==> src/rtl/spp_pkg.sv <==
package spp_pkg;

  parameter int SAMPLE_W       = 24;
  parameter int GAIN_W         = 16;
  parameter int COEF_FRAC      = 16;
  parameter int TENTHS_PER_OCT = 60;
  parameter int GAIN_LIMIT     = 960;
  parameter int NUM_CH         = 2;

  localparam int COEF_W    = COEF_FRAC + 1;
  localparam int OCT_LIMIT = GAIN_LIMIT / TENTHS_PER_OCT;
  localparam int SHIFT_W   = $clog2(COEF_FRAC + OCT_LIMIT + 1);
  localparam int PROD_W    = SAMPLE_W + COEF_W + 1;
  localparam int ROM_IDX_W = $clog2(TENTHS_PER_OCT);

  // 10^(1/200) in Q30: one 0.1 dB step
  localparam logic [63:0] STEP_Q30 = 64'd1086175168;

  typedef logic signed [SAMPLE_W-1:0] sample_t;

  localparam sample_t S_MAX = {1'b0, {(SAMPLE_W-1){1'b1}}};
  localparam sample_t S_MIN = {1'b1, {(SAMPLE_W-1){1'b0}}};

  typedef enum logic [2:0] {
    CH_PASS       = 3'd0,
    CH_SWAP       = 3'd1,
    CH_LEFT_BOTH  = 3'd2,
    CH_RIGHT_BOTH = 3'd3,
    CH_INV_LEFT   = 3'd4,
    CH_INV_RIGHT  = 3'd5,
    CH_MONO       = 3'd6,
    CH_MIDSIDE    = 3'd7
  } chan_mode_e;

  typedef struct packed {
    sample_t left;
    sample_t right;
  } pair_t;

  // Negation that clips the single unrepresentable case
  function automatic sample_t negate_sat(sample_t x);
    return (x == S_MIN) ? S_MAX : -x;
  endfunction

  // floor((a +/- b) / 2) computed in one extra bit, never overflows
  function automatic sample_t half_combine(sample_t a, sample_t b, logic diff);
    logic signed [SAMPLE_W:0] wide;
    if (diff) wide = {a[SAMPLE_W-1], a} - {b[SAMPLE_W-1], b};
    else      wide = {a[SAMPLE_W-1], a} + {b[SAMPLE_W-1], b};
    return wide[SAMPLE_W:1];
  endfunction

  function automatic pair_t apply_mode(chan_mode_e m, pair_t x);
    pair_t y;
    case (m)
      CH_PASS:       y = x;
      CH_SWAP:       begin y.left = x.right; y.right = x.left; end
      CH_LEFT_BOTH:  begin y.left = x.left;  y.right = x.left; end
      CH_RIGHT_BOTH: begin y.left = x.right; y.right = x.right; end
      CH_INV_LEFT:   begin y.left = negate_sat(x.left); y.right = x.right; end
      CH_INV_RIGHT:  begin y.left = x.left; y.right = negate_sat(x.right); end
      CH_MONO:       begin
        y.left  = half_combine(x.left, x.right, 1'b0);
        y.right = y.left;
      end
      default:       begin
        y.left  = half_combine(x.left, x.right, 1'b0);
        y.right = half_combine(x.left, x.right, 1'b1);
      end
    endcase
    return y;
  endfunction

  // Fine gain coefficient for idx tenths of a dB, unsigned Q(COEF_FRAC)
  function automatic logic [COEF_W-1:0] coef_of(int idx);
    logic [63:0] acc;
    acc = 64'd1 << 30;
    for (int i = 0; i < idx; i++) begin
      acc = (acc * STEP_Q30 + (64'd1 << 29)) >> 30;
    end
    return COEF_W'((acc + (64'd1 << (29 - COEF_FRAC))) >> (30 - COEF_FRAC));
  endfunction

  // Right shift with round half away from zero, then clip to sample range
  function automatic sample_t round_shift_sat(logic signed [PROD_W-1:0] p,
                                              logic [SHIFT_W-1:0] sh);
    logic [PROD_W:0] mag;
    logic [PROD_W:0] half;
    logic [PROD_W:0] rounded;
    logic [PROD_W:0] mag_max;
    logic            neg;
    neg     = p[PROD_W-1];
    mag     = neg ? {1'b0, -p} : {1'b0, p};
    half    = (sh == '0) ? '0 : ((PROD_W+1)'(1) << (sh - 1'b1));
    rounded = (mag + half) >> sh;
    mag_max = (PROD_W+1)'(S_MAX);
    if (!neg) begin
      return (rounded > mag_max) ? S_MAX : sample_t'(rounded);
    end
    return (rounded > mag_max) ? S_MIN : -sample_t'(rounded);
  endfunction

endpackage

==> src/rtl/spp_mode_mux.sv <==
module spp_mode_mux
  import spp_pkg::*;
(
  input  logic [2:0]            mode,
  input  logic                  bypass,
  input  logic signed [SAMPLE_W-1:0] left_in,
  input  logic signed [SAMPLE_W-1:0] right_in,
  output logic signed [SAMPLE_W-1:0] left_out,
  output logic signed [SAMPLE_W-1:0] right_out
);

  pair_t raw_pair;
  pair_t moded_pair;

  always_comb begin
    raw_pair.left  = left_in;
    raw_pair.right = right_in;
    moded_pair     = apply_mode(chan_mode_e'(mode), raw_pair);
    if (bypass) begin
      left_out  = left_in;
      right_out = right_in;
    end else begin
      left_out  = moded_pair.left;
      right_out = moded_pair.right;
    end
  end

endmodule

==> src/rtl/spp_gain_split.sv <==
module spp_gain_split
  import spp_pkg::*;
(
  input  logic signed [GAIN_W-1:0] gain_db10,
  output logic [COEF_W-1:0]        coef,
  output logic [SHIFT_W-1:0]       shift
);

  localparam logic signed [GAIN_W-1:0] LIM_POS = GAIN_W'(GAIN_LIMIT);
  localparam logic signed [GAIN_W-1:0] LIM_NEG = -GAIN_W'(GAIN_LIMIT);
  localparam logic [GAIN_W-1:0]        OCT_U   = GAIN_W'(TENTHS_PER_OCT);
  localparam logic [SHIFT_W-1:0]       SH_TOP  = SHIFT_W'(COEF_FRAC + OCT_LIMIT);

  logic [COEF_W-1:0] coef_rom [TENTHS_PER_OCT];

  for (genvar i = 0; i < TENTHS_PER_OCT; i++) begin : g_rom
    assign coef_rom[i] = coef_of(i);
  end

  logic signed [GAIN_W-1:0] g_clamp;
  logic [GAIN_W-1:0]        g_ofs;
  logic [GAIN_W-1:0]        oct_q;
  logic [GAIN_W-1:0]        rem_q;

  always_comb begin
    if (gain_db10 > LIM_POS)      g_clamp = LIM_POS;
    else if (gain_db10 < LIM_NEG) g_clamp = LIM_NEG;
    else                          g_clamp = gain_db10;
    g_ofs = g_clamp + LIM_POS;
    oct_q = g_ofs / OCT_U;
    rem_q = g_ofs % OCT_U;
    shift = SH_TOP - oct_q[SHIFT_W-1:0];
    coef  = coef_rom[rem_q[ROM_IDX_W-1:0]];
  end

endmodule

==> src/rtl/spp_gain_lane.sv <==
module spp_gain_lane
  import spp_pkg::*;
(
  input  logic                       clk,
  input  logic                       rst_n,
  input  logic                       mul_en,
  input  logic                       out_en,
  input  logic signed [SAMPLE_W-1:0] x,
  input  logic [COEF_W-1:0]          coef,
  input  logic [SHIFT_W-1:0]         shift,
  input  logic                       bypass,
  output logic signed [SAMPLE_W-1:0] y
);

  logic signed [PROD_W-1:0] x_ext;
  logic signed [PROD_W-1:0] c_ext;
  logic signed [PROD_W-1:0] prod;

  logic signed [PROD_W-1:0] p2_prod;
  logic [SHIFT_W-1:0]       p2_shift;
  logic                     p2_bypass;
  logic signed [SAMPLE_W-1:0] p2_raw;

  always_comb begin
    x_ext = PROD_W'(x);
    c_ext = PROD_W'($signed({1'b0, coef}));
    prod  = x_ext * c_ext;
  end

  always_ff @(posedge clk or negedge rst_n) begin
    if (!rst_n) begin
      p2_prod   <= '0;
      p2_shift  <= '0;
      p2_bypass <= 1'b0;
      p2_raw    <= '0;
    end else if (mul_en) begin
      p2_prod   <= prod;
      p2_shift  <= shift;
      p2_bypass <= bypass;
      p2_raw    <= x;
    end
  end

  always_ff @(posedge clk or negedge rst_n) begin
    if (!rst_n) begin
      y <= '0;
    end else if (out_en) begin
      y <= p2_bypass ? p2_raw : round_shift_sat(p2_prod, p2_shift);
    end
  end

endmodule

==> src/rtl/stereo_pair_proc.sv <==
module stereo_pair_proc
  import spp_pkg::*;
(
  input  logic                       clk,
  input  logic                       rst_n,
  input  logic                       in_valid,
  input  logic signed [SAMPLE_W-1:0] in_left,
  input  logic signed [SAMPLE_W-1:0] in_right,
  input  logic                       in_nonaudio,
  input  logic [2:0]                 cfg_mode,
  input  logic signed [GAIN_W-1:0]   cfg_gain,
  output logic                       out_valid,
  output logic signed [SAMPLE_W-1:0] out_left,
  output logic signed [SAMPLE_W-1:0] out_right,
  output logic                       out_nonaudio
);

  // Stage 0 combinational results
  logic signed [SAMPLE_W-1:0] mx_left;
  logic signed [SAMPLE_W-1:0] mx_right;
  logic [COEF_W-1:0]          gs_coef;
  logic [SHIFT_W-1:0]         gs_shift;

  // Stage 1 registers: moded pair plus gain captured with the sample
  logic                       s1_valid;
  logic                       s1_nonaudio;
  logic signed [SAMPLE_W-1:0] s1_left;
  logic signed [SAMPLE_W-1:0] s1_right;
  logic [COEF_W-1:0]          s1_coef;
  logic [SHIFT_W-1:0]         s1_shift;

  // Stage 2 control
  logic                       p2_valid;
  logic                       p2_nonaudio;

  logic signed [SAMPLE_W-1:0] lane_x [NUM_CH];
  logic signed [SAMPLE_W-1:0] lane_y [NUM_CH];

  spp_mode_mux u_mode_mux (
    .mode      (cfg_mode),
    .bypass    (in_nonaudio),
    .left_in   (in_left),
    .right_in  (in_right),
    .left_out  (mx_left),
    .right_out (mx_right)
  );

  spp_gain_split u_gain_split (
    .gain_db10 (cfg_gain),
    .coef      (gs_coef),
    .shift     (gs_shift)
  );

  always_ff @(posedge clk or negedge rst_n) begin
    if (!rst_n) begin
      s1_valid    <= 1'b0;
      s1_nonaudio <= 1'b0;
      s1_left     <= '0;
      s1_right    <= '0;
      s1_coef     <= '0;
      s1_shift    <= '0;
    end else begin
      s1_valid <= in_valid;
      if (in_valid) begin
        s1_nonaudio <= in_nonaudio;
        s1_left     <= mx_left;
        s1_right    <= mx_right;
        s1_coef     <= gs_coef;
        s1_shift    <= gs_shift;
      end
    end
  end

  always_ff @(posedge clk or negedge rst_n) begin
    if (!rst_n) begin
      p2_valid     <= 1'b0;
      p2_nonaudio  <= 1'b0;
      out_valid    <= 1'b0;
      out_nonaudio <= 1'b0;
    end else begin
      p2_valid  <= s1_valid;
      out_valid <= p2_valid;
      if (s1_valid) p2_nonaudio  <= s1_nonaudio;
      if (p2_valid) out_nonaudio <= p2_nonaudio;
    end
  end

  assign lane_x[0] = s1_left;
  assign lane_x[1] = s1_right;

  for (genvar ch = 0; ch < NUM_CH; ch++) begin : g_lane
    spp_gain_lane u_lane (
      .clk    (clk),
      .rst_n  (rst_n),
      .mul_en (s1_valid),
      .out_en (p2_valid),
      .x      (lane_x[ch]),
      .coef   (s1_coef),
      .shift  (s1_shift),
      .bypass (s1_nonaudio),
      .y      (lane_y[ch])
    );
  end

  assign out_left  = lane_y[0];
  assign out_right = lane_y[1];

endmodule

==> config.mk <==
export PLATFORM = sky130hd
export DESIGN_NAME = stereo_pair_proc
export DESIGN_NICKNAME = d
export VERILOG_FILES = /design/src/rtl/spp_pkg.sv /design/src/rtl/spp_mode_mux.sv /design/src/rtl/spp_gain_split.sv /design/src/rtl/spp_gain_lane.sv /design/src/rtl/stereo_pair_proc.sv
export SDC_FILE = /design/constraint.sdc
export NUM_CORES = 2
export LEC_CHECK = 0
export CAP_MARGIN = 25
export CORE_ASPECT_RATIO = 2
export CORE_MARGIN = 5
export CORE_UTILIZATION = 40
export CTS_CLUSTER_SIZE = 25
export DETAILED_ROUTE_END_ITERATION = 10
export PLACE_DENSITY = 0.67
export SYNTH_ARGS = -nofsm -noshare
export SYNTH_HDL_FRONTEND = slang
export SYNTH_HIERARCHICAL = 1
export SYNTH_SLANG_ARGS = --single-unit
==> constraint.sdc <==
create_clock -name clk -period 22.5 [get_ports clk]
set_input_delay 4.5 -clock clk [delete_from_list [all_inputs] [get_ports clk]]
set_output_delay 4.5 -clock clk [all_outputs]
set_load 0.02 [all_outputs]
== Word level (Yosys, flattened, before mapping) ==
Memory sizes are Yosys's and may differ from the RTL's. A register that Yosys moved wholly into a read port is not among the register bits.
Index checks and enable logic that the tools add are counted.

* $add $sub $neg: 13
* $mul: 2
* Divide/modulo/power cells: 2
* $lt $le $gt $ge: 4
* Eq/ne operators: 8
* Shifts and indexed selects: 3
* Mux-type cells: 24
* Bitwise logic cells: 1
* Reductions and logical operators: 3

{| class="wikitable"
|+ Operators with widths
! operator !! count
|-
| 2-to-1 mux 24 bit || 14
|-
| one-hot mux 48 bit (7 select lines) || 1
|-
| negation 24 bit || 4
|-
| adder 43 bit || 2
|-
| > comparator 43 x 23 -> 1 bit, second input constant || 2
|-
| right shift 43 x 6 -> 43 bit || 2
|-
| multiplier 24 x 18 -> 42 bit || 2
|-
| 2-to-1 mux 42 bit || 2
|-
| negation 42 bit || 2
|-
| == test 24 bit, second input constant || 2
|-
| 2-to-1 mux 43 bit || 1
|-
| left shift 1 x 6 -> 43 bit, first input constant || 1
|-
| 2-to-1 mux 16 bit || 2
|-
| adder 24 x 24 -> 25 bit || 1
|-
| subtractor 24 x 24 -> 25 bit || 1
|-
| adder 16 x 11 -> 16 bit, second input constant || 1
|-
| divider 16 x 6 -> 16 bit, second input constant || 1
|-
| > comparator 16 x 11 -> 1 bit, second input constant || 1
|-
| < comparator 16 x 11 -> 1 bit, second input constant || 1
|-
| modulo 16 x 6 -> 16 bit, second input constant || 1
|-
| == test 3 bit, second input constant || 3
|-
| inverter 6 -> 7 bit || 1
|-
| == test 3 x 2 -> 1 bit, second input constant || 2
|-
| zero test 6 bit || 1
|-
| other kinds (6) || 9
|}

* Register bits: 246
* Memory bits (read-only): 1088
* Input bits: 71
* Output and inout port bits: 50
* Word-level logic and storage cells: 77
* Memories kept: 1

{| class="wikitable"
|+ Memories
! memory !! words !! bits a word !! read ports !! clocked after memory_dff !! wr ports !! RTL line !! RTL
|-
| (no name shown) || 64 || 17 || 1 || 1 || 0 || spp_gain_split.sv:33 || <nowiki>coef = coef_rom[rem_q[ROM_IDX_W-1:0]];</nowiki>
|}

== Logic depth before layout (Yosys ltp) ==
* Depth in word-level cells: 10
* Depth in mapped cells: 40
* Mapped depth without buffers: 33

== Hierarchy ==
The synthesis kept the hierarchy.

{| class="wikitable"
|+ Modules (own cells, without submodules)
! module !! instances !! cells each !! area each (um2) !! seq. area each (um2)
|-
| spp_gain_lane at g_lane[0].u_lane || 1 || 3342 || 27677.8 || 2427.3
|-
| spp_gain_lane at g_lane[1].u_lane || 1 || 3325 || 27467.6 || 2427.3
|-
| spp_mode_mux || 1 || 990 || 6100.9 || 0.0
|-
| spp_gain_split || 1 || 551 || 3678.5 || 0.0
|-
| stereo_pair_proc || 1 || 159 || 3174.3 || 1926.8
|}

== Worst setup path after synthesis ==
OpenSTA, ideal clock, no wires.

* Path kind: input -> register
* From: in cfg_gain[11]
* To: reg s1_coef[1]
* Library setup time: 0.125 ns
* Arrival: 12.402 ns
* Data required time: 22.375 ns
* Setup slack: 9.973 ns
* Cell stages on the path: 38
* Path buffers: 8
* Cell sequence: buf_2 and4_1 nand2_1 nor2_1 nand2_1 ha_1 clkbuf_1 clkbuf_1 or3_1 clkbuf_1 clkinv_1 ha_1 buf_2 or3b_1 clkbuf_1 nand2_1 o21ai_1 xnor2_1 (+2 left out) nand3_1 a21oi_2 o221a_1 or2_1 o311a_1 or4_4 a21oi_2 or3b_4 nor2_2 a211oi_4 inv_2 buf_6 buf_6 ha_1 nand2_1 a311oi_1 a21oi_1 mux2_4

* Cells in the longest elaborated chain, start to end: 6
* Elaborated cells between the ends (all ways): 7
* Classes of those cells: add/sub (1); div (1); order compare (2); mux (2); bitwise (1)

{| class="wikitable"
|+ RTL lines
! item !! RTL line !! RTL
|-
| from (decl) || stereo_pair_proc.sv:11 || <nowiki>input logic signed [GAIN_W-1:0] cfg_gain,</nowiki>
|-
| < comparator 16 x 11 -> 1 bit || spp_gain_split.sv:27 || <nowiki>else if (gain_db10 < LIM_NEG) g_clamp = LIM_NEG;</nowiki>
|-
| 2-to-1 mux 16 bit || spp_gain_split.sv:27 ||
|-
| 2-to-1 mux 16 bit * || spp_gain_split.sv:26 || <nowiki>if (gain_db10 > LIM_POS) g_clamp = LIM_POS;</nowiki>
|-
| adder 16 x 11 -> 16 bit * || spp_gain_split.sv:29 || <nowiki>g_ofs = g_clamp + LIM_POS;</nowiki>
|-
| modulo 16 x 6 -> 16 bit * || spp_gain_split.sv:31 || <nowiki>rem_q = g_ofs % OCT_U;</nowiki>
|-
| inverter 6 -> 7 bit (implied by the code) * || spp_gain_split.sv:33 ||
|-
| to (decl) || stereo_pair_proc.sv:29 || <nowiki>logic [COEF_W-1:0] s1_coef;</nowiki>
|}

Every way passes the cells marked *; elsewhere a longest branch is shown, timed or not.
A chain may end at the register's enable or synchronous reset.

== Worst setup path in the final report ==
* From: in cfg_gain[8]
* To: reg s1_coef[5]

Same word-level chain as after synthesis.

==> summary.md <==
| Metric | Value |
|---|---|
| Run status | finished clean |
| Largest family of logic cells by synthesized area | adder cells |
| CTS resizes | 0 |
| Fin Setup TNS | 0 ps |
| Initial antenna violation count | 15 |
| Htree depth | 1 |
| Most frequent cells in the layout | inv_1, nand2_1, fa_1, nor2_1, a21oi_1 |
| Commonest non-fill, non-tap cell in the layout | inv_1 |
| Slew Limit Fails | 0 |
| Top post-synthesis cells by area | fa_1, dfrtp_1, ha_1 |
| WHS Path Cells | 2 |
| Worst-path clk slew | 60 ps |
| CTS Hold Bufs | 0 |
| # Post-CTS Setup Buffers | 0 |
| Critical path arrival | 15210 ps |
| Post-synthesis compound-gate area fraction | 0.2098 |
| #FFs+latches synth | 271 |
| Unique masters post-synth | 149 |
| Via/cell ratio | 6.245 |
| Slowest cell on crit path | nor4_2 |
| Post-synthesis sequential area ratio | 0.09958 |
| Mapped cell area | 68100 um^2 |
| DR iter-0 viols | 5563 |
| Crit path from | cfg_gain[8] |
| Layout Skew | 14.47 ps |
| R2R Path End | g_lane[0].u_lane/y[6] |
| CTS Buffer Depth | 3 |
| Max Cap Viol | 0 |
| Final Setup Violations | 0 |
| Die W | 301.8 um |
| Yosys warns | 6 |
| Worst r2r src | g_lane[0].u_lane/p2_prod[0] |
| Crit Path Max Fanout | 35 |
| Delay-heaviest family, CP | compound AO/OA/AOI/OAI gates |
| Simple-gate portion of the synthesized area | 0.2013 |
| Critical Path Source Type | input pin |
| Ys flop type | dfrtp_1 |
| Via count | 65360 |
| Largest net degree at the start of global routing | 139 |
| Die area | 179100 um^2 |
| WP data required | 23080 ps |
| Final hold vios | 0 |
| Hold Path End | g_lane[0].u_lane/y[18] |
| CTS tree | built |
| RSZ-0062 raised after global routing | no |
| Final instance area | 72270 um^2 |
| Synth Instances | 8367 |
| Starting density of the core | 0.4012 |
| DRC errors left | 0 |
| CTS sink count | 271 |
| Maximum clock frequency | 68.34 MHz |
| Share of the synthesized area in the top cell type | 0.2369 |
| Layout area overhead | 6.120% |
| Adder-cell area share of the yosys netlist | 0.3031 |
| Hold Crit Start | g_lane[0].u_lane/y[18] |
| Final Util | 0.4257 |
| Asr flop ratio synth | 1.000 |
| Mean cell area of the mapped netlist | 8.139 um^2 |
| Synth Area in XOR/XNOR | 0.03574 |
| Min Tclk post-route | 14630 ps |
| Crit path capture type | flip-flop |
| First-pass GRT wire length | 415.4 mm |
| Worst-margin pin slew | 1218 ps |
| Mapped Nets | 9601 |
| Post-DP Area | 71180 um^2 |
| Number of synthesized flops with an enable pin | 0 |
| Proportion of synthesized area in mux cells | 0.06043 |
| IO Pins | 121 |
| Routed Antenna Nets | 0 |
| Core area | 169800 um^2 |
| Grt total ovfl | 0 |
| WL/cell | 26.35 um |
| HP Class | flip-flop to flip-flop |
| R2R setup slack | 11720 ps |
| Die height | 593.5 um |
| Port Buffers | 120 |
| Cell taking the most area after synthesis | fa_1 |
| Worst path max stage delay | 800 ps |
| DP Wirelength | 217.4 mm |
| First-pass iteration count of the detailed router | 8 |
| Number of global-route vias before repair | 68710 |
| Crit Path Class | input pin to flip-flop |
| Gpl congestion | 1.015 |
| Gr usage total | 0.2999 |
| Total CTS buffers | 28 |
| Nets@finish | 9405 |
| Clock root cell | clkbuf_16 |
| Row count | 214 |
| Slew HR | 0.1881 |
| Clock Latency Late Sink | 650 ps |
| Buf/Inv on CP | 4 |
| Worst hold slack | 487.9 ps |
| Total Wirelength | 275.8 mm |
| R2R cell count | 29 |
| Fin crit share | 0.6503 |
| Layout cells sized above 1 | 0.08080 |
[final cells by class]
| type | instances | area [um^2] |
|---|---|---|
| diodes | 6 | 15.01 |
| clock buffers | 31 | 711.9 |
| clock inverters | 21 | 246.5 |
| fillers | 17150 | 97490 |
| inverters | 1047 | 3933 |
| multi-input cells | 6541 | 55230 |
| flip-flops and latches | 271 | 6802 |
| well taps | 2268 | 2838 |
| repair buffers | 282 | 2489 |
[routing by layer]
layer / vias up / GRT usage / wire length [um]
li1: 28620 / - / -
met1: 32060 / 0.2980 / 88210
met2: 3371 / 0.5527 / 141900
met3: 1308 / 0.04464 / 18620
met4: 0 / 0.2307 / 27130
met5: - / 0 / 0
[stage by stage]
stage / worst slack, ps / instances
after floorplan: 9973 / 8367
after detailed placement: 7241 / 10400
after CTS: 7912 / 10460
after global routing: 7393 / 10460
final: 7868 / 10470
after global placement: 7050 / 10400
[logic make-up (layout without fill, tap and decap cells)]
group,Yosys count,count (layout)
other cells,1,7
xor+xnor,277,277
compound gates,1994,1994
simple gates,2778,2778
fa+ha+maj,1167,1167
flops,271,271
buf+inv,1555,1381
mux,324,324
[flip-flops by register name, summed over array words and instances, names as in the netlist, 2 cells and up]
register / cells
g_lane.u_lane/p2_shift: 12
g_lane.u_lane/y: 48
s1_shift: 6
s1_coef: 17
s1_right: 24
g_lane.u_lane/p2_raw: 48
g_lane.u_lane/p2_bypass: 2
g_lane.u_lane/p2_prod: 84
s1_left: 24
[tightest hold or removal path: stages, from the launching register on]
cell	delay [ps]
dfrtp_1	350
nand2_1	60
o41ai_1	50
[synthesized netlist by cell type, drive strengths merged, types with 33 or more instances]
| cell type | count |
|---|---|
| inv | 1040 |
| nand2 | 969 |
| fa | 806 |
| nor2 | 521 |
| a21oi | 409 |
| and2 | 392 |
| clkbuf | 379 |
| o21ai | 363 |
| ha | 357 |
| dfrtp | 271 |
| xnor2 | 232 |
| mux2 | 217 |
| nor3 | 197 |
| nand3 | 169 |
| buf | 129 |
| a211oi | 105 |
| a21o | 104 |
| a31oi | 89 |
| nor4 | 87 |
| o211ai | 83 |
| mux2i | 80 |
| o31ai | 75 |
| or3 | 69 |
| o21a | 67 |
| nand4 | 65 |
| a221oi | 63 |
| o221ai | 53 |
| nand2b | 52 |
| and3 | 49 |
| o22ai | 47 |
| xor2 | 45 |
| nor2b | 43 |
| a2111oi | 38 |
| or4 | 38 |
| or2 | 33 |
[worst max path at each step]
stage          cells after the start    endpoint  slack, ps
2_1_floorplan                     38  s1_coef[1]       9970
3_3_place_gp                      30  s1_coef[5]       7050
3_5_place_dp                      30  s1_coef[5]       7240
4_1_cts                           30  s1_coef[5]       7910
5_1_grt                           32  s1_coef[8]       7390
6_report                          31  s1_coef[5]       7870
Power is not shown: default switching activity piles up to over one toggle a cycle in this logic, so the estimate is an artifact.
